## config.mk

```make
export PLATFORM = sky130hd
export DESIGN_NAME = rename_unit
export DESIGN_NICKNAME = d
export VERILOG_FILES = /design/src/rtl/ren_pkg.sv /design/src/rtl/rename_map.sv /design/src/rtl/rename_freelist.sv /design/src/rtl/rename_unit.sv
export SDC_FILE = /design/constraint.sdc
export NUM_CORES = 1
export LEC_CHECK = 0
export BUFFER_PORTS_ARGS = -buffer_cell sky130_fd_sc_hd__buf_2
export CAP_MARGIN = 5
export CORE_MARGIN = 1
export CORE_UTILIZATION = 25
export DETAILED_ROUTE_END_ITERATION = 12
export RECOVER_POWER = 100
export SETUP_SLACK_MARGIN = 0.15
export SYNTH_ARGS = -nofsm -noshare
export SYNTH_HDL_FRONTEND = slang
export SYNTH_SLANG_ARGS = --single-unit
export TNS_END_PERCENT = 50
```

## constraint.sdc

```tcl
create_clock -name clk -period 4.6 [get_ports clk]
set_clock_uncertainty 0.15 [all_clocks]
set_input_delay 0.92 -clock clk [delete_from_list [all_inputs] [get_ports clk]]
set_output_delay 0.92 -clock clk [all_outputs]
set_load 0.1 [all_outputs]
```

## src/rtl/ren_pkg.sv

```systemverilog
package ren_pkg;

    // Occupancy state of the physical register free list
    typedef enum logic [1:0] {
        FL_FULL    = 2'd0,
        FL_PARTIAL = 2'd1,
        FL_EMPTY   = 2'd2
    } fl_state_e;

endpackage

```

## src/rtl/rename_map.sv

```systemverilog
module rename_map #(
    parameter int NUM_ARCH = 8,
    parameter int NUM_PHYS = 16,
    localparam int AW = $clog2(NUM_ARCH),
    localparam int PW = $clog2(NUM_PHYS)
) (
    input  logic          clk,
    input  logic          rst_n,
    input  logic [AW-1:0] rd_a_idx,
    input  logic [AW-1:0] rd_b_idx,
    input  logic [AW-1:0] rd_d_idx,
    output logic [PW-1:0] rd_a,
    output logic [PW-1:0] rd_b,
    output logic [PW-1:0] rd_d,
    input  logic          wr_en,
    input  logic [AW-1:0] wr_idx,
    input  logic [PW-1:0] wr_preg
);

    logic [NUM_ARCH-1:0][PW-1:0] map_q;

    // Reads see the table as it stood before this cycle's write
    assign rd_a = map_q[rd_a_idx];
    assign rd_b = map_q[rd_b_idx];
    assign rd_d = map_q[rd_d_idx];

    always_ff @(posedge clk) begin
        if (!rst_n) begin
            for (int i = 0; i < NUM_ARCH; i++) begin
                map_q[i] <= PW'(i);
            end
        end else if (wr_en) begin
            map_q[wr_idx] <= wr_preg;
        end
    end

    AST_MAP_HOLD: assert property (@(posedge clk) disable iff (!rst_n)
        (rst_n && !wr_en) |=> $stable(map_q));

    AST_MAP_WRITE: assert property (@(posedge clk) disable iff (!rst_n)
        (rst_n && wr_en) |=> (map_q[$past(wr_idx)] == $past(wr_preg)));

endmodule

```

## src/rtl/rename_freelist.sv

```systemverilog
module rename_freelist
    import ren_pkg::*;
#(
    parameter int NUM_ARCH = 8,
    parameter int NUM_PHYS = 16,
    localparam int PW    = $clog2(NUM_PHYS),
    localparam int DEPTH = NUM_PHYS - NUM_ARCH,
    localparam int PTRW  = (DEPTH > 1) ? $clog2(DEPTH) : 1,
    localparam int CNTW  = $clog2(DEPTH + 1)
) (
    input  logic            clk,
    input  logic            rst_n,
    input  logic            pop,
    input  logic            push,
    input  logic [PW-1:0]   push_preg,
    output logic [PW-1:0]   head_preg,
    output logic            empty,
    output logic [CNTW-1:0] count
);

    logic [DEPTH-1:0][PW-1:0] slot_q;
    logic [PTRW-1:0]          head_q, tail_q;
    logic [CNTW-1:0]          cnt_q, cnt_nxt;
    logic                     do_pop, do_push, full;
    fl_state_e                state_q, state_nxt;

    function automatic logic [PTRW-1:0] wrap_inc(input logic [PTRW-1:0] p);
        return (p == PTRW'(DEPTH - 1)) ? '0 : p + PTRW'(1);
    endfunction

    assign do_pop  = pop && !empty;
    assign do_push = push && (!full || do_pop);
    assign head_preg = slot_q[head_q];
    assign count     = cnt_q;

    always_comb begin
        cnt_nxt = cnt_q;
        if (do_pop && !do_push) cnt_nxt = cnt_q - CNTW'(1);
        if (do_push && !do_pop) cnt_nxt = cnt_q + CNTW'(1);
    end

    always_ff @(posedge clk) begin
        if (!rst_n) begin
            for (int k = 0; k < DEPTH; k++) begin
                slot_q[k] <= PW'(NUM_ARCH + k);
            end
            head_q <= '0;
            tail_q <= '0;
            cnt_q  <= CNTW'(DEPTH);
        end else begin
            if (do_pop) head_q <= wrap_inc(head_q);
            if (do_push) begin
                slot_q[tail_q] <= push_preg;
                tail_q         <= wrap_inc(tail_q);
            end
            cnt_q <= cnt_nxt;
        end
    end

    // Occupancy state machine: state register
    always_ff @(posedge clk) begin
        if (!rst_n) state_q <= FL_FULL;
        else        state_q <= state_nxt;
    end

    // Occupancy state machine: next state
    always_comb begin
        state_nxt = state_q;
        unique case (state_q)
            FL_FULL:    if (do_pop && !do_push) state_nxt = FL_PARTIAL;
            FL_PARTIAL: begin
                if (cnt_nxt == '0)                state_nxt = FL_EMPTY;
                else if (cnt_nxt == CNTW'(DEPTH)) state_nxt = FL_FULL;
            end
            FL_EMPTY:   if (do_push) state_nxt = (DEPTH == 1) ? FL_FULL : FL_PARTIAL;
            default:    state_nxt = FL_FULL;
        endcase
    end

    // Occupancy state machine: outputs
    always_comb begin
        empty = (state_q == FL_EMPTY);
        full  = (state_q == FL_FULL);
    end

    AST_NO_OVERFLOW: assert property (@(posedge clk) disable iff (!rst_n)
        !(push && full && !pop));

    AST_COUNT_RANGE: assert property (@(posedge clk) disable iff (!rst_n)
        cnt_q <= CNTW'(DEPTH));

    AST_EMPTY_STATE: assert property (@(posedge clk) disable iff (!rst_n)
        (state_q == FL_EMPTY) == (cnt_q == '0));

    AST_POP_COUNT: assert property (@(posedge clk) disable iff (!rst_n)
        (rst_n && do_pop && !push) |=> (cnt_q == $past(cnt_q) - CNTW'(1)));

    AST_BOTH_COUNT: assert property (@(posedge clk) disable iff (!rst_n)
        (rst_n && do_pop && push) |=> $stable(cnt_q));

endmodule

```

## src/rtl/rename_unit.sv

```systemverilog
module rename_unit #(
    parameter int NUM_ARCH = 8,
    parameter int NUM_PHYS = 16,
    localparam int AW   = $clog2(NUM_ARCH),
    localparam int PW   = $clog2(NUM_PHYS),
    localparam int CNTW = $clog2(NUM_PHYS - NUM_ARCH + 1)
) (
    input  logic            clk,
    input  logic            rst_n,
    input  logic            ren_valid,
    input  logic            ren_has_dst,
    input  logic [AW-1:0]   ren_src_a,
    input  logic [AW-1:0]   ren_src_b,
    input  logic [AW-1:0]   ren_dst,
    input  logic            rel_valid,
    input  logic [PW-1:0]   rel_preg,
    output logic            ren_stall,
    output logic            ren_fire,
    output logic [PW-1:0]   phys_src_a,
    output logic [PW-1:0]   phys_src_b,
    output logic [PW-1:0]   phys_dst,
    output logic [PW-1:0]   phys_old,
    output logic [CNTW-1:0] free_count
);

    logic fl_empty;
    logic alloc;

    assign ren_stall = ren_valid && ren_has_dst && fl_empty;
    assign ren_fire  = ren_valid && !ren_stall;
    assign alloc     = ren_fire && ren_has_dst;

    rename_map #(.NUM_ARCH(NUM_ARCH), .NUM_PHYS(NUM_PHYS)) u_map (
        .clk      (clk),
        .rst_n    (rst_n),
        .rd_a_idx (ren_src_a),
        .rd_b_idx (ren_src_b),
        .rd_d_idx (ren_dst),
        .rd_a     (phys_src_a),
        .rd_b     (phys_src_b),
        .rd_d     (phys_old),
        .wr_en    (alloc),
        .wr_idx   (ren_dst),
        .wr_preg  (phys_dst)
    );

    rename_freelist #(.NUM_ARCH(NUM_ARCH), .NUM_PHYS(NUM_PHYS)) u_free (
        .clk       (clk),
        .rst_n     (rst_n),
        .pop       (alloc),
        .push      (rel_valid),
        .push_preg (rel_preg),
        .head_preg (phys_dst),
        .empty     (fl_empty),
        .count     (free_count)
    );

    AST_STALL_ONLY_EMPTY: assert property (@(posedge clk) disable iff (!rst_n)
        ren_stall |-> (free_count == '0));

    AST_STALL_HOLDS_COUNT: assert property (@(posedge clk) disable iff (!rst_n)
        (rst_n && ren_stall && !rel_valid) |=> (free_count == '0));

    AST_NODST_NOSTALL: assert property (@(posedge clk) disable iff (!rst_n)
        (ren_valid && !ren_has_dst) |-> ren_fire);

    AST_NEW_NOT_OLD: assert property (@(posedge clk) disable iff (!rst_n)
        ren_fire && ren_has_dst |-> (phys_dst != phys_old));

endmodule

```

==> impl_metrics.py, run 1 <==
metrics = {
    "worst_setup_path": {
        "r2r-end": "u_free.slot_q[9]$_SDFFE_PN1P_",
        "cp_num_cells": 6,
        "critPathKind": "in2out",
        "ff2ff_setup_slack_ps": 1680,
        "slowest_delay_ps": 870,
        "crit_path_start": "ren_dst[1]",
        "r2r-start": "u_free.state_q[0]$_SDFFE_PN0P_",
        "reg2reg_depth": 5,
        "cp-endpoint": "phys_old[2]",
        "startpoint_type": "input port",
        "end_kind": "output pin",
        "crit_arrival_ps": 2940,
        "worstPathCellList": "clkbuf_1, nor2b_1, a22o_1, nand2_1, nand2_1, clkbuf_1",
        "cp_top_family": "buffers and inverters",
        "crit_fanout": 13,
        "cp_slowest_cell": "clkbuf_1",
        "cp.required_ps": 3530,
        "path_buf_inv": 2,
    },
    "run_status": {
        "outcome": "complete, but fails checks",
        "violations": "max-capacitance violations, max-slew violations",
    },
    "floorplanning": {
        "chipWidth_um": 133,
        "io_pins": 40,
        "num_rows": 47,
        "die_area_mm2": 0.0177,
        "fp.dieH_um": 133,
        "start_util_pct": 25.8,
        "core_area_mm2": 0.0166,
    },
    "timing": {
        "setup_tns_ps": 0,
        "worstMarginPinSlew_ps": 1560,
        "min_period_over_period_pct": 87.2,
        "fmax_ghz": 0.249,
        "period_needed_ps": 4010,
        "holdWs_ps": 317,
        "hold_viol_final": 0,
        "timing.final.ws_setup_ps": 587,
        "finalSetupViolCount": 0,
        "max_slew_margin_pct": -3.95,
        "maxSlewViolCount": 43,
        "rsz0062_at_grt": "false",
    },
    "power": {
        "ir_drop_v": 0.000172,
        "p_leak_uw": 0.00200,
        "p_per_area_mw_per_mm2": 343,
    },
    "clocking": {
        "cts_hold_buffers": 0,
        "clk_latency_ps": 330,
        "cts_tree": "yes",
        "postCtsSetupBuffers": 0,
        "cts_inserted_buffers": 9,
        "cts_buffer_depth": 2,
        "cts-root-buf": "clkbuf_16",
        "cts_resized": 0,
        "clk_pin_slew_worst_paths_ps": 60,
        "clock_sinks": 76,
        "htree_levels": 3,
    },
    "drt": {
        "dr_total_vias": 3211,
        "first_iter_violations": 196,
        "wirelength_um": 10100,
        "routedWlPerCell_um": 15.5,
        "dr.pass1.iters": 7,
        "ant_nets": 0,
        "via_per_inst": 4.94,
        "drc": 0,
    },
    "placed_design": {
        "gp_congestion": 0.859,
        "hpwlAfterDp_um": 7190,
        "place_ws_ps": 1040,
        "port_buffers": 39,
    },
    "global_routing": {
        "global_route.overflow_total": 0,
        "grt_max_degree": 43,
        "grt_pass1_wl_um": 17000,
        "grt_pass1_vias": 3240,
        "grt_util_all_layers_pct": 12.3,
        "antenna_found_initial": 0,
    },
    "synthesis": {
        "synth.avg_cell_area_um2": 10.6,
        "yosysWarningCount": 0,
        "yosys_most_used_dff": "dfxtp_1",
        "syn_area_mm2": 0.00429,
        "async_flop_share_pct": 0,
        "yosysSeqAreaShare_pct": 35.5,
        "synthCells": 405,
        "ys_ff_latch": 76,
        "synth_edf_count": 0,
        "synth_cell_types": 54,
        "synthesis.nets": 429,
    },
    "cells_and_area": {
        "mostFrequentLayoutCells": "dfxtp_1 (76), nand2_1 (62), mux2i_1 (45)",
        "nets": 449,
        "antenna_cells": 0,
        "synthToLayoutAreaGrowth_pct": 12.3,
        "drive_above_1_share_pct": 19.5,
        "final_common_cell": "dfxtp_1",
    },
    "worst_hold_path": {
        "holdCritPathClass": "reg2reg",
    },
    "run": {
        "maxCapViolations": 1,
    },
}
-- stage by stage --
step | utilization (%) | area [um^2] | instances | power [uW]
2_1_floorplan | - | 4290 | 405 | 921
3_3_place_gp | 27.8 | 4630 | 634 | 963
3_5_place_dp | 27.8 | 4630 | 634 | 967
4_1_cts | 29.6 | 4930 | 650 | 1680
5_1_grt | 28.9 | 4820 | 650 | 1720
6_report | 28.9 | 4820 | 650 | 1650
-- worst min-delay path, delay by kind of cell (launching register included) --
kind	cells	cell delay (ps)
mux	1	60
flops	1	320
simple gates	1	50
-- cells in the mapped netlist, types with 5 or more instances --
master / instances / area (um^2)
o211ai_1: 7 / 52.6
nor2b_1: 20 / 125
nor3_1: 8 / 40.0
mux2i_1: 42 / 420
nand3_1: 7 / 35.0
inv_1: 5 / 18.8
ha_1: 6 / 75.1
mux2_2: 10 / 113
mux4_2: 29 / 653
buf_2: 8 / 40.0
nand2b_1: 6 / 37.5
o211a_1: 19 / 190
nor2_1: 8 / 30.0
dfxtp_1: 76 / 1520
clkbuf_1: 19 / 71.3
nand2_1: 61 / 229
o21ai_1: 5 / 25.0
-- logic make-up after synthesis --
logic type	synth area share (%)
and+or+nand+nor	18.9
muxes	29.8
DFF	35.5
AOI/OAI and AO/OA	10.2
buffers and inverters	3.91
adders and majority gates	1.75
-- routing by layer --
metal | vias up | share of wire [%] | global-route usage (%)
met4 | 0 | 1.3 | 4.47
met3 | 11 | 4.3 | 3.45
met2 | 80 | 49 | 20.7
met5 | - | 0 | 0
met1 | 1594 | 45 | 14.9
li1 | 1526 | - | -
-- sequential cells by signal (all words and copies together) (netlist names) --
name and flops:
u_free.state_q 2, u_free.slot_q 32, u_free.tail_q 3, u_free.head_q 3, u_free.count 4, u_map.map_q 32
-- worst min path at each step --
stage,from,end,depth (start not counted)
6_report,u_free.slot_q[19]$_SDFFE_PN1P_,u_free.slot_q[19]$_SDFFE_PN1P_,2
5_1_grt,u_free.slot_q[27]$_SDFFE_PN1P_,u_free.slot_q[27]$_SDFFE_PN1P_,2
4_1_cts,u_free.slot_q[19]$_SDFFE_PN1P_,u_free.slot_q[19]$_SDFFE_PN1P_,2
3_5_place_dp,u_free.slot_q[19]$_SDFFE_PN1P_,u_free.slot_q[19]$_SDFFE_PN1P_,2
3_3_place_gp,u_free.slot_q[11]$_SDFFE_PN1P_,u_free.slot_q[11]$_SDFFE_PN1P_,2
2_1_floorplan,u_free.slot_q[11]$_SDFFE_PN1P_,u_free.slot_q[11]$_SDFFE_PN1P_,2
-- cell type report --
class,count,area [um^2]
Clock buffer,15,268
Sequential cell,76,1520
Timing Repair Buffer,40,174
Inverter,9,33.8
Multi-Input combinational cell,289,2510
Fill cell,1703,11800
Clock inverter,1,30.0
Tap cell,220,275
-- where the power goes --
| part | switching, uW | internal [uW] | total [uW] | leakage (uW) |
|---|---|---|---|---|
| combinational | 183 | 70.5 | 254 | 0.00124 |
| clock | 259 | 451 | 710 | 0.000144 |
| sequential | 18.7 | 671 | 690 | 0.000616 |
Power figures use the tool's default switching activity.
==> run 2, diff against run 1 <==
- ABC_AREA: unset -> 1
- SLEW_MARGIN: unset -> 20
==> run 2 against run 1 <==
  * Setup slack better by 110 ps
  * Count of clock-buffer cells in the layout is 3 lower
  * Critical path depth rose by 2
  * Worst hold slack lost 16 ps
  * Wire length is 14% higher
  * The flow now finishes without violations
  * First-iteration DRC count increased by 33%
  * Sequential share of layout area up 1.6 points
==> impl_metrics.py, run 2 <==
metrics = {
    "timing": {
        "setup_tns_ps": 0,
        "max_slew_margin_pct": 20.5,
        "period_needed_ps": 3900,
        "rsz0062_at_grt": "false",
        "hold_viol_final": 0,
        "holdWs_ps": 301,
        "worstMarginPinSlew_ps": 1200,
        "min_period_over_period_pct": 84.8,
        "fmax_ghz": 0.256,
        "maxSlewViolCount": 0,
        "timing.final.ws_setup_ps": 700,
        "finalSetupViolCount": 0,
    },
    "floorplanning": {
        "num_rows": 46,
        "die_area_mm2": 0.0167,
        "fp.dieH_um": 129,
        "chipWidth_um": 129,
        "io_pins": 40,
        "core_area_mm2": 0.0159,
        "start_util_pct": 25.5,
    },
    "drt": {
        "first_iter_violations": 261,
        "drc": 0,
        "dr.pass1.iters": 5,
        "via_per_inst": 4.82,
        "dr_total_vias": 4018,
        "wirelength_um": 11500,
        "routedWlPerCell_um": 13.8,
        "ant_nets": 0,
    },
    "synthesis": {
        "synth_edf_count": 0,
        "synth_most_common_cell": "o21ai_0",
        "synthesis.nets": 613,
        "yosys_most_used_dff": "dfxtp_1",
        "synthCells": 589,
        "yosysTopAreaCellShare_pct": 37.5,
        "synth_top_area_cell": "dfxtp_1",
        "yosys-top-cells-area": "dfxtp_1 (38%), o21ai_0 (12%), a21oi_1 (7.8%), nand2_1 (7.1%), nor2_1 (5.7%)",
        "synthTopCellsByCount": "o21ai_0 (100), nand2_1 (77), dfxtp_1 (76)",
        "ys_ff_latch": 76,
        "synth.avg_cell_area_um2": 6.88,
        "async_flop_share_pct": 0,
        "synth_cell_types": 36,
        "yosysWarningCount": 0,
        "syn_area_mm2": 0.00406,
        "yosysSeqAreaShare_pct": 37.5,
    },
    "cells_and_area": {
        "synthToLayoutAreaGrowth_pct": 13.2,
        "final_common_cell": "o21ai_0",
        "antenna_cells": 0,
        "drive_above_1_share_pct": 8.25,
        "post-route-cell-area_mm2": 0.00459,
        "nets": 638,
        "mostFrequentLayoutCells": "o21ai_0 (102), nand2_1 (81), dfxtp_1 (76)",
    },
    "run_status": {
        "outcome": "complete, no violations",
    },
    "power": {
        "p_per_area_mw_per_mm2": 392,
        "p_leak_uw": 0.00192,
        "p_total_uw": 1800,
        "ir_drop_v": 0.000234,
    },
    "clocking": {
        "postCtsSetupBuffers": 0,
        "cts_inserted_buffers": 9,
        "clk_pin_slew_worst_paths_ps": 50,
        "cts_hold_buffers": 0,
        "cts_buffer_depth": 2,
        "cts_resized": 0,
        "clk_latency_ps": 330,
        "htree_levels": 3,
        "cts-root-buf": "clkbuf_16",
        "clock_sinks": 76,
        "cts_tree": "yes",
    },
    "worst_setup_path": {
        "slowest_delay_ps": 880,
        "r2r-end": "u_map.map_q[4]$_SDFFE_PN1P_",
        "end_kind": "output pin",
        "critPathKind": "in2out",
        "startpoint_type": "input port",
        "crit_arrival_ps": 2830,
        "cp_slowest_cell": "clkbuf_1",
        "ff2ff_setup_slack_ps": 2150,
        "reg2reg_depth": 7,
        "r2r-start": "u_free.head_q[0]$_SDFFE_PN0N_",
        "crit_fanout": 18,
        "cp.required_ps": 3530,
        "worstPathCellList": "buf_2, inv_1, a21oi_1, o21ai_0, nand2_1, nor2_1, a31oi_1, clkbuf_1",
    },
    "global_routing": {
        "grt_pass1_wl_um": 18900,
        "grt_util_all_layers_pct": 14.5,
        "grt_max_degree": 65,
        "antenna_found_initial": 0,
        "global_route.overflow_total": 0,
        "grt_pass1_vias": 3757,
    },
    "worst_hold_path": {
        "holdPathEnd": "u_free.slot_q[11]$_SDFFE_PN1P_",
        "whs_path_depth": 2,
        "holdCritPathClass": "reg2reg",
        "hp-start": "u_free.slot_q[11]$_SDFFE_PN1P_",
    },
    "run": {
        "maxCapViolations": 0,
    },
    "placed_design": {
        "hpwlAfterDp_um": 8280,
        "port_buffers": 39,
        "gp_congestion": 0.940,
        "place_ws_ps": 1170,
        "placed_area_mm2": 0.00440,
    },
}
## run 2: changes by cell type in the layout (fill, tap and decap cells not counted), sizes merged, moves of 19 or more
cell,before,now
o21ai,9,103
nor2,8,75
inv,9,75
a21oi,5,63
mux2i,46,0
nand3,7,38
mux4,29,0
nand2,62,84
nor2b,21,0
o211a,19,0
## run 2: worst max path at each step
stage	from	endpoint	slack, ps	cells after the start
2_1_floorplan	ren_valid	ren_fire	300	3
3_3_place_gp	ren_src_b[0]	phys_src_b[2]	1170	8
3_5_place_dp	ren_src_a[0]	phys_src_a[2]	1170	8
4_1_cts	u_free.head_q[0]$_SDFFE_PN0N_	phys_dst[3]	980	7
5_1_grt	u_free.head_q[0]$_SDFFE_PN0N_	phys_dst[2]	440	6
6_report	ren_src_a[0]	phys_src_a[2]	700	8
## run 2: stage by stage
step	utilization [%]	instances
final	28.9	834
after global routing	28.9	834
after CTS	29.6	834
after detailed placement	27.7	819
after global placement	27.7	819
after floorplan	-	589
## run 2: where the power goes
part | internal (uW) | leakage [uW] | total, uW | switching, uW
combinational | 70.7 | 0.00116 | 376 | 306
sequential | 682 | 0.000617 | 707 | 25.0
clock | 448 | 0.000145 | 714 | 266
total | 1200 | 0.00192 | 1800 | 597
## run 2: cell type report
class / instances / area [um^2]
timing repair buffer: 40 / 179
sequential: 76 / 1520
multi-input combinational: 411 / 2030
clock inverter: 3 / 46.3
inverter: 76 / 287
tap: 216 / 270
clock buffer: 12 / 256
fill: 1805 / 11300
## run 2: critical path: cells and delay by family
| family | cells | cell delay (ps) |
|---|---|---|
| and+or+nand+nor | 2 | 120 |
| buffers and inverters | 3 | 1370 |
| AOI/OAI and AO/OA | 3 | 410 |
## run 2: metal layers
metal | part of all wire [%] | global-route usage, % | up-vias
li1 | - | - | 2037
met5 | 0 | 0 | -
met1 | 48 | 19.5 | 1805
met2 | 45 | 22.6 | 154
met3 | 6.0 | 3.39 | 22
met4 | 1.6 | 5.26 | 0
## run 2: logic make-up (layout without fill, tap and decap cells)
logic type	Yosys count	count (layout)	synth area share [%]
AOI/OAI and AO/OA	199	199	26.9
adders and majority gates	6	6	1.85
xor gates and xnor gates	2	2	0.432
and+or+nand+nor	204	204	23.1
DFF	76	76	37.5
buffers and inverters	102	131	10.2
